===== config.mk =====
export PLATFORM = sky130hd
export DESIGN_NAME = lcd_frame_seq
export DESIGN_NICKNAME = d
export VERILOG_FILES = /design/src/rtl/lcd_seq_pkg.sv /design/src/rtl/lcd_vphase_gen.sv /design/src/rtl/lcd_base_shadow.sv /design/src/rtl/lcd_irq_ctrl.sv /design/src/rtl/lcd_dma_req.sv /design/src/rtl/lcd_frame_seq.sv
export SDC_FILE = /design/constraint.sdc
export NUM_CORES = 1
export LEC_CHECK = 0
export CELL_PAD_IN_SITES_DETAIL_PLACEMENT = 1
export CELL_PAD_IN_SITES_GLOBAL_PLACEMENT = 1
export CORE_ASPECT_RATIO = 1.4
export CORE_MARGIN = 1.5
export CORE_UTILIZATION = 35
export DETAILED_ROUTE_END_ITERATION = 6
export DONT_BUFFER_PORTS = 1
export HOLD_SLACK_MARGIN = 0.1
export PLACE_DENSITY = 0.57
export SETUP_SLACK_MARGIN = 0.5
export SLEW_MARGIN = 20
export SYNTH_ARGS = -nofsm -noshare
export SYNTH_HDL_FRONTEND = slang
export SYNTH_HIERARCHICAL = 1
export SYNTH_SLANG_ARGS = --single-unit
export TNS_END_PERCENT = 1

===== constraint.sdc =====
create_clock -name clk_i -period 4.9 [get_ports clk_i]
set_clock_uncertainty 0.15 [all_clocks]
set_input_delay 0 -clock clk_i [delete_from_list [all_inputs] [get_ports clk_i]]
set_output_delay 0 -clock clk_i [all_outputs]
set_load 0.01 [all_outputs]

===== src/rtl/lcd_seq_pkg.sv =====
package lcd_seq_pkg;
  localparam int REG_AW = 3;

  typedef enum logic [1:0] {
    PH_SYNC = 2'd0,
    PH_BP   = 2'd1,
    PH_ACT  = 2'd2,
    PH_FP   = 2'd3
  } vphase_e;

  localparam logic [REG_AW-1:0] A_CTRL = 3'd0;
  localparam logic [REG_AW-1:0] A_UPND = 3'd1;
  localparam logic [REG_AW-1:0] A_LPND = 3'd2;
  localparam logic [REG_AW-1:0] A_MASK = 3'd3;
  localparam logic [REG_AW-1:0] A_STAT = 3'd4;
  localparam logic [REG_AW-1:0] A_UCUR = 3'd5;
  localparam logic [REG_AW-1:0] A_LCUR = 3'd6;

  localparam int NIRQ = 2;
  localparam int IRQ_BU  = 0;
  localparam int IRQ_CMP = 1;
endpackage


===== src/rtl/lcd_vphase_gen.sv =====
module lcd_vphase_gen
  import lcd_seq_pkg::*;
#(
  parameter int LINE_W = 10
) (
  input  logic                   clk_i,
  input  logic                   rst_ni,
  input  logic                   en_i,
  input  logic                   line_tick_i,
  input  logic [3:0][LINE_W-1:0] len_i,
  output vphase_e                phase_o,
  output logic [3:0]             start_o
);
  localparam int CW = LINE_W + 1;

  vphase_e           ph_q, ph_prev_q;
  logic [LINE_W-1:0] cnt_q;
  logic              en_d_q;
  logic [CW-1:0]     eff_len;
  logic              last_line;
  logic              entry;

  always_comb begin
    eff_len = {1'b0, len_i[ph_q]};
    if (len_i[ph_q] == '0) eff_len = CW'(1);
    last_line = (({1'b0, cnt_q} + CW'(1)) >= eff_len);
  end

  always_ff @(posedge clk_i or negedge rst_ni) begin
    if (!rst_ni) begin
      ph_q      <= PH_SYNC;
      ph_prev_q <= PH_SYNC;
      cnt_q     <= '0;
      en_d_q    <= 1'b0;
    end else begin
      en_d_q    <= en_i;
      ph_prev_q <= ph_q;
      if (!en_i) begin
        ph_q  <= PH_SYNC;
        cnt_q <= '0;
      end else if (line_tick_i) begin
        if (last_line) begin
          ph_q  <= vphase_e'(ph_q + 2'd1);
          cnt_q <= '0;
        end else begin
          cnt_q <= cnt_q + LINE_W'(1);
        end
      end
    end
  end

  // phase entry: either a phase change or the enable edge (entering sync)
  assign entry   = en_i && (!en_d_q || (ph_q != ph_prev_q));
  assign start_o = entry ? (4'b0001 << ph_q) : 4'b0000;
  assign phase_o = ph_q;
endmodule


===== src/rtl/lcd_base_shadow.sv =====
module lcd_base_shadow #(
  parameter int DW     = 32,
  parameter int NPANEL = 2,
  parameter int ALIGN  = 3
) (
  input  logic                        clk_i,
  input  logic                        rst_ni,
  input  logic [NPANEL-1:0]           wr_i,
  input  logic [DW-1:0]               wdata_i,
  input  logic                        commit_i,
  output logic [NPANEL-1:0][DW-1:0]   pend_o,
  output logic [NPANEL-1:0][DW-1:0]   cur_o
);
  logic unused_low;
  assign unused_low = ^wdata_i[ALIGN-1:0];

  for (genvar p = 0; p < NPANEL; p++) begin : g_panel
    logic [DW-ALIGN-1:0] pend_q, cur_q;

    always_ff @(posedge clk_i or negedge rst_ni) begin
      if (!rst_ni) begin
        pend_q <= '0;
        cur_q  <= '0;
      end else begin
        if (wr_i[p]) pend_q <= wdata_i[DW-1:ALIGN];
        if (commit_i) cur_q <= pend_q;
      end
    end

    assign pend_o[p] = {pend_q, {ALIGN{1'b0}}};
    assign cur_o[p]  = {cur_q, {ALIGN{1'b0}}};
  end
endmodule


===== src/rtl/lcd_irq_ctrl.sv =====
module lcd_irq_ctrl #(
  parameter int N = 2
) (
  input  logic         clk_i,
  input  logic         rst_ni,
  input  logic [N-1:0] set_i,
  input  logic [N-1:0] clr_i,
  input  logic [N-1:0] mask_i,
  output logic [N-1:0] status_o,
  output logic         irq_o
);
  logic [N-1:0] stat_q;

  always_ff @(posedge clk_i or negedge rst_ni) begin
    if (!rst_ni) stat_q <= '0;
    else         stat_q <= (stat_q & ~clr_i) | set_i;  // set wins
  end

  assign status_o = stat_q;
  assign irq_o    = |(stat_q & mask_i);
endmodule


===== src/rtl/lcd_dma_req.sv =====
module lcd_dma_req #(
  parameter int CNT_W   = 5,
  parameter int NFIFO   = 2,
  parameter int THR_LO  = 4,
  parameter int THR_HI  = 8
) (
  input  logic                       en_i,
  input  logic                       wm_hi_i,
  input  logic [NFIFO-1:0][CNT_W-1:0] free_i,
  output logic                       req_o
);
  logic [CNT_W-1:0] thr;
  logic [NFIFO-1:0] hit;

  assign thr = wm_hi_i ? CNT_W'(THR_HI) : CNT_W'(THR_LO);

  for (genvar f = 0; f < NFIFO; f++) begin : g_fifo
    assign hit[f] = (free_i[f] >= thr);
  end

  assign req_o = en_i && (|hit);
endmodule


===== src/rtl/lcd_frame_seq.sv =====
module lcd_frame_seq
  import lcd_seq_pkg::*;
#(
  parameter int DW     = 32,
  parameter int LINE_W = 10,
  parameter int CNT_W  = 5,
  parameter int PIX_W  = 24
) (
  input  logic              clk_i,
  input  logic              rst_ni,
  input  logic              wr_en_i,
  input  logic [REG_AW-1:0] addr_i,
  input  logic [DW-1:0]     wdata_i,
  output logic [DW-1:0]     rdata_o,
  input  logic              line_tick_i,
  input  logic [LINE_W-1:0] vsync_len_i,
  input  logic [LINE_W-1:0] vbp_len_i,
  input  logic [LINE_W-1:0] vact_len_i,
  input  logic [LINE_W-1:0] vfp_len_i,
  input  logic [CNT_W-1:0]  fifo_upper_free_i,
  input  logic [CNT_W-1:0]  fifo_lower_free_i,
  input  logic [PIX_W-1:0]  pix_i,
  output logic [PIX_W-1:0]  pix_o,
  output logic [DW-1:0]     upper_base_o,
  output logic [DW-1:0]     lower_base_o,
  output logic [1:0]        vphase_o,
  output logic              dma_req_o,
  output logic              irq_o
);
  localparam int NPANEL = 2;
  localparam int CTRL_W = 5;

  logic              en_q, pwr_q, wm_q;
  logic [1:0]        cmp_sel_q;
  logic [NIRQ-1:0]   mask_q;
  logic [NIRQ-1:0]   irq_status, irq_set, stat_clr;
  logic [3:0]        ph_start;
  vphase_e           phase;
  logic [NPANEL-1:0] base_wr;
  logic [NPANEL-1:0][DW-1:0] pend, cur;
  logic              unused_wdata;

  assign unused_wdata = ^wdata_i[DW-1:CTRL_W];

  always_ff @(posedge clk_i or negedge rst_ni) begin
    if (!rst_ni) begin
      en_q      <= 1'b0;
      pwr_q     <= 1'b0;
      cmp_sel_q <= 2'b00;
      wm_q      <= 1'b0;
      mask_q    <= '0;
    end else if (wr_en_i) begin
      if (addr_i == A_CTRL) begin
        en_q      <= wdata_i[0];
        pwr_q     <= wdata_i[1];
        cmp_sel_q <= wdata_i[3:2];
        wm_q      <= wdata_i[4];
      end
      if (addr_i == A_MASK) mask_q <= wdata_i[NIRQ-1:0];
    end
  end

  lcd_vphase_gen #(.LINE_W(LINE_W)) i_vphase (
    .clk_i      (clk_i),
    .rst_ni     (rst_ni),
    .en_i       (en_q),
    .line_tick_i(line_tick_i),
    .len_i      ({vfp_len_i, vact_len_i, vbp_len_i, vsync_len_i}),
    .phase_o    (phase),
    .start_o    (ph_start)
  );

  assign base_wr[0] = wr_en_i && (addr_i == A_UPND);
  assign base_wr[1] = wr_en_i && (addr_i == A_LPND);

  lcd_base_shadow #(.DW(DW), .NPANEL(NPANEL)) i_shadow (
    .clk_i   (clk_i),
    .rst_ni  (rst_ni),
    .wr_i    (base_wr),
    .wdata_i (wdata_i),
    .commit_i(ph_start[PH_SYNC]),
    .pend_o  (pend),
    .cur_o   (cur)
  );

  assign irq_set[IRQ_BU]  = ph_start[PH_SYNC];
  assign irq_set[IRQ_CMP] = ph_start[cmp_sel_q];
  assign stat_clr = (wr_en_i && addr_i == A_STAT) ? wdata_i[NIRQ-1:0] : '0;

  lcd_irq_ctrl #(.N(NIRQ)) i_irq (
    .clk_i   (clk_i),
    .rst_ni  (rst_ni),
    .set_i   (irq_set),
    .clr_i   (stat_clr),
    .mask_i  (mask_q),
    .status_o(irq_status),
    .irq_o   (irq_o)
  );

  lcd_dma_req #(.CNT_W(CNT_W), .NFIFO(2)) i_dma (
    .en_i   (en_q),
    .wm_hi_i(wm_q),
    .free_i ({fifo_lower_free_i, fifo_upper_free_i}),
    .req_o  (dma_req_o)
  );

  always_comb begin
    rdata_o = '0;
    unique case (addr_i)
      A_CTRL: rdata_o = DW'({wm_q, cmp_sel_q, pwr_q, en_q});
      A_UPND: rdata_o = pend[0];
      A_LPND: rdata_o = pend[1];
      A_MASK: rdata_o = DW'(mask_q);
      A_STAT: rdata_o = DW'(irq_status);
      A_UCUR: rdata_o = cur[0];
      A_LCUR: rdata_o = cur[1];
      default: rdata_o = '0;
    endcase
  end

  assign upper_base_o = cur[0];
  assign lower_base_o = cur[1];
  assign vphase_o     = phase;
  assign pix_o        = pwr_q ? pix_i : '0;
endmodule


After elaboration in Yosys (flattened, before gate mapping)
Cells that the tools add are included.
Storage, ports and cells
  register bits after elaboration: 140
  bits of input ports: 113
  output and inout port bits: 124
  word-level logic and storage cells: 66
Cells by class
  add/sub/neg operators: 3
  magnitude comparators: 5
  equal/unequal tests: 9
  shift-type cells: 1
  muxes and demuxes: 16
  bitwise operators: 4
  reductions and logical operators: 14
Operators with widths (count)
  $pmux 32 s7: 1
  $mux 10: 5
  $mux 24: 1
  $bmux 10 s2: 1
  $add 10x1->11 const B: 1
  $ge 11x10->1: 1
  $add 10x1->10 const B: 1
  $ge 5x5->1: 2
  $logic_not 10->1: 1
  $eq 3x3->1 const B: 3
  $mux 2: 4
  $mux 4: 2
  $eq 3x2->1 const B: 2
  $lt 2x3->1 const B: 2
  $reduce_and 2->1: 3
  $logic_and 1x1->1: 5
  $and 2x2->2: 2
  $reduce_or 2->1: 2
  $shl 1x2->4 const A: 1
  $eq 3x1->1 const B: 1
  $logic_not 3->1: 1
  $add 2x1->2 const B: 1
  $bmux 1 s2: 1
  $ne 2x1->1 const B: 1
  other kinds (7): 7

Longest topological paths before layout
  depth after elaboration: 8
  mapped depth: 13
  depth with buffers taken out: 11

By module
The synthesis kept the hierarchy.
Modules (own cells, without submodules)
  lcd_base_shadow: instances 1, cells an instance 257, area an instance 4474.3 um^2, sequential area each 2902.8 um^2
  lcd_frame_seq: instances 1, cells an instance 179, area an instance 1924.3 um^2, sequential area each 175.2 um^2
  lcd_vphase_gen: instances 1, cells an instance 144, area an instance 1443.9 um^2, sequential area each 375.4 um^2
  lcd_dma_req: instances 1, cells an instance 15, area an instance 110.1 um^2, sequential area each 0.0 um^2
  lcd_irq_ctrl: instances 1, cells an instance 7, area an instance 82.6 um^2, sequential area each 50.0 um^2

Least setup slack after synthesis
No wires, ideal clock.
  path kind: flip-flop to flip-flop
  start: register i_vphase.ph_q[0], in the netlist i_vphase/phase_o[0]
  end: register i_vphase.ph_q[0], in the netlist i_vphase/phase_o[0]
  library setup time: 125 ps
  arrival: 2653 ps
  required time: 4625 ps
  slack: 1972 ps
  stages on the path, launching flop included: 12
  path buffers: 2
  period minus slack after synthesis: 2928 ps
  path through: dfrtp_1 buf_6 mux4_2 nor4_1 a31o_2 ha_1 nor2b_1 o21ai_0 a21oi_1 o21ai_2 buf_6 o2bb2ai_1
Between the ends
  longest elaborated chain between the ends: 7
  elaborated cells between the ends (all ways): 11
  those cells by class: add/sub: 1; order compare: 1; eq/ne: 1; mux: 6; reduce/logical: 2
RTL lines
  from (decl): line lcd_vphase_gen.sv:16  | vphase_e ph_q, ph_prev_q;
  from (signal assigned): line lcd_vphase_gen.sv:43  | ph_q <= vphase_e'(ph_q + 2'd1);
  $bmux 10 s2: line lcd_vphase_gen.sv:24, lcd_vphase_gen.sv:25
  $mux 10 (not written as such): line lcd_vphase_gen.sv:24, lcd_vphase_gen.sv:25
  $logic_not 10->1: line lcd_vphase_gen.sv:25  | if (len_i[ph_q] == '0) eff_len = CW'(1);
  $mux 10: line lcd_vphase_gen.sv:25
  $ge 11x10->1: line lcd_vphase_gen.sv:26  | last_line = (({1'b0, cnt_q} + CW'(1)) >= eff_len);
  $ne 2x1->1 (no source line)
  $reduce_and 2->1 (no source line)
Several ways; a longest one is shown, not always the timed one. The select of a mux whose other input is x is not followed.
A chain may end at the register's enable or synchronous reset.

Worst setup path in the final report
  start: register i_vphase.ph_q[0], in the netlist i_vphase/phase_o[0]
  end: register i_vphase.cnt_q[6]
Between the ends
  longest elaborated chain between the ends: 8
RTL lines
  $bmux 10 s2 *: line lcd_vphase_gen.sv:24, lcd_vphase_gen.sv:25
  $mux 10 (not written as such) *: line lcd_vphase_gen.sv:24, lcd_vphase_gen.sv:25
  $logic_not 10->1: line lcd_vphase_gen.sv:25
  $mux 10 *: line lcd_vphase_gen.sv:25
  $ge 11x10->1 *: line lcd_vphase_gen.sv:26
  $mux 10 *: line lcd_vphase_gen.sv:42  | if (last_line) begin
  $mux 10 *: line lcd_vphase_gen.sv:41  | end else if (line_tick_i) begin
  $mux 10 *: line lcd_vphase_gen.sv:38  | if (!en_i) begin
  to (signal assigned): line lcd_vphase_gen.sv:46  | cnt_q <= cnt_q + LINE_W'(1);
  to (decl): line lcd_vphase_gen.sv:17  | logic [LINE_W-1:0] cnt_q;
Every way passes the cells marked *; elsewhere a longest branch is shown, timed or not. The select of a mux whose other input is x is not followed.

==> metrics.txt <==
initial drt markers=157; DR vias=5302; flop2flop setup slack=1.19 ns; clock share of power=26.3%; fmax=0.269 GHz; non-filler cells, final=970; CP Cell Sequence=mux4_2, nor4_1, a31o_2, ha_1, nor2b_1, o21ai_0, a21oi_1, o21ai_2, o211ai_2; Hold Path Class=in -> async; Longest Clk Path Bufs=2; final wirelength=21.5 mm; Post-synth EDFFs=0; cell internal pwr=0.00301 W; Psw=0.00165 W; CTS root buf=clkbuf_16; Final Cycle Share=75.7%; Req. time, crit path=5.04 ns; diode count=0; total gr overflow=0; PortBufs=0; Sw Ratio=35.4%; Starting Density=35.7%; cts bufs inserted=17; first-pass GRT wire length=33.0 mm; max incr delay on CP=0.90 ns; crit path DAT=3.85 ns; Post-synth top flop=dfrtp_1; reg2reg start=i_vphase/phase_o[0]; Combinational Power Share=27.4%; Synthesis Warnings=6; Post CTS Setup Buffer Count=0; Syn Inst Count=602; CORE AREA=22500 um2; path depth of the worst reg2reg path=9; Die Y=182 um; Tightest Pin Transition=1.10 ns; Top Ports=237; Final Setup Violations=0; Layout Nets=788; WL/cell=22.2 um; chip width=131 um; Via density=5.47; CTS tree=yes; max-cap viol count=0; pin count of the biggest net entering global routing=141; initial antenna violation count=0; Final min period=3.71 ns; clock latency on the worst-skew pair=0.43 ns; most common cell after layout, fill and taps aside=dfrtp_1; RSZ-0062 raised after global routing=false; Critical Path Start Type=flip-flop; vias in the first global route=5916; r2r endpoint=i_vphase/cnt_q[6]; HPWL Detailed=13.6 mm; Flop pwr share=46.3%; Reg clk slew, reported paths=0.06 ns; Mapped Area=8040 um2; Leak Pwr=3.97 nW; Post-CTS Resized=0; drt pass-1 iters=4; largest cells by area after synthesis=dfrtp_1 44%, mux2_2 14%, a221oi_2 11%, mux2_4 3.7%, mux4_2 3.1%; VDD IR max=248 uV; critical path peak fanout=16; area grow syn2layout=15.9%; Setup crit end kind=flip-flop; Setup CP Type=reg -> reg; Rows=65; distinct cell type count after synthesis=57; Setup TNS Final=0 ns; register bit total from synthesis=140; die area=23900 um2; commonest non-fill, non-tap cells in the layout=140 x dfrtp_1, 100 x mux2_2, 72 x dlygate4sd3_1; Final Max Tran Viols=0; # placed instances=865; Total GRT Usage=18.4%; total clock sinks=140; DRC Markers=0; # H-tree levels=4; Hold Fails Final Rpt=0; largest delay contributor family on the critical path=compound AO/OA/AOI/OAI gates; Final ANT Viol Nets=0; fraction of registers with async set or reset after synthesis=100%; Buf/Inv on CP=0; Seq/Total Area, Yosys=43.6%; layout cells sized above 1=36.8%; status=complete, no violations; post-synth top area share=43.6%; mean post-synth cell area=13.3 um2; GPL Wtd Cong=0.801; power per cell area=500 nW/um2; biggest area consumer among synthesized cells=dfrtp_1; Rel. slew slack=26.5%; Slowest cell on crit path=dfrtp_1
power by group through the flow:
stage	clock network [W]	logic (W)	registers (W)
CTS	0.00126	0.00129	0.00216
floorplan	0	0.00110	0.00199
finish	0.00122	0.00128	0.00216
global route	0.00131	0.00139	0.00223
detailed placement	0	0.00120	0.00218
global placement	0	0.00115	0.00215
Yosys cell counts (all sizes together), types with 2 or more instances:
| library cell | number |
|---|---|
| nor2 | 35 |
| inv | 23 |
| xnor2 | 5 |
| nand3 | 6 |
| and2 | 30 |
| nand2 | 19 |
| o21ai | 10 |
| buf | 48 |
| clkbuf | 4 |
| mux2i | 4 |
| o2bb2ai | 2 |
| nor2b | 3 |
| a221oi | 64 |
| dfrtp | 140 |
| nor3 | 5 |
| nor4 | 2 |
| ha | 19 |
| o31ai | 3 |
| nand2b | 3 |
| a21oi | 4 |
| nor3b | 2 |
| xor2 | 5 |
| o211ai | 3 |
| and3 | 8 |
| mux4 | 11 |
| a21o | 3 |
| mux2 | 128 |
| a31oi | 2 |
metrics by stage:
step                total power [W]  util (%)  instance area, um2  setup WS [ns]  hold slack, ns
finish                      0.00466      41.3                9310           1.19          0.0850
global placement            0.00329      35.5                8010           1.26          -0.443
detailed placement          0.00338      35.5                8010           1.13          -0.441
floorplan                   0.00310         -                8080           1.97          -0.446
CTS                         0.00472      41.3                9310           1.12           0.100
global route                0.00493      41.3                9310          0.870           0.104
layer usage:
metal	share of wire (%)	track usage, %	wire length [um]	up-vias
met5	0	0	0	-
met4	2.1	7.21	444	0
met3	6.7	5.25	1450	29
met2	54	33.7	11500	178
met1	38	19.5	8070	2779
li1	-	-	-	2316
sequential cells by signal (all words and copies together), names as in the netlist, 2 cells and up:
| name | count |
|---|---|
| i_shadow/g_panel.cur_q | 58 |
| i_vphase/ph_prev_q | 2 |
| i_vphase/cnt_q | 10 |
| cmp_sel_q | 2 |
| i_shadow/g_panel.pend_q | 58 |
| i_vphase/phase_o | 2 |
| i_irq/status_o | 2 |
| mask_q | 2 |
cells by family after synthesis:
kind of cell	Yosys count	synth area share, %
DFF	140	43.6
buffers and inverters	75	7.10
AOI/OAI and AO/OA	97	15.1
muxes	143	22.5
adders and majority gates	19	2.96
other	1	0.0467
xor gates and xnor gates	10	1.09
and+or+nand+nor	117	7.63
worst max path at each step:
stage	startpoint	end	slack, ns	depth (start not counted)
6_report	i_vphase/phase_o[0]	i_vphase/cnt_q[6]	1.19	9
5_1_grt	i_vphase/phase_o[0]	i_vphase/cnt_q[8]	0.87	9
4_1_cts	i_vphase/phase_o[0]	i_vphase/cnt_q[6]	1.12	9
3_5_place_dp	i_vphase/phase_o[0]	i_vphase/cnt_q[6]	1.13	9
3_3_place_gp	i_vphase/phase_o[0]	i_vphase/cnt_q[6]	1.26	9
2_1_floorplan	i_vphase/phase_o[0]	i_vphase/phase_o[0]	1.97	11
layout make-up:
type | instances | area (um2)
Clock buffer | 21 | 460
Clock inverter | 11 | 93.8
Fill cell | 2350 | 13200
Inverter | 23 | 86.3
Multi-Input combinational cell | 398 | 4020
Sequential cell | 140 | 3500
Tap cell | 301 | 377
Timing Repair Buffer | 76 | 771
what timing repair did:
item,CTS,global route
endpoints found under the hold margin,253,0
endpoints found under the setup margin,0,0
hold buffers,73,0
Note: power is estimated with default switching activity, not from simulation.
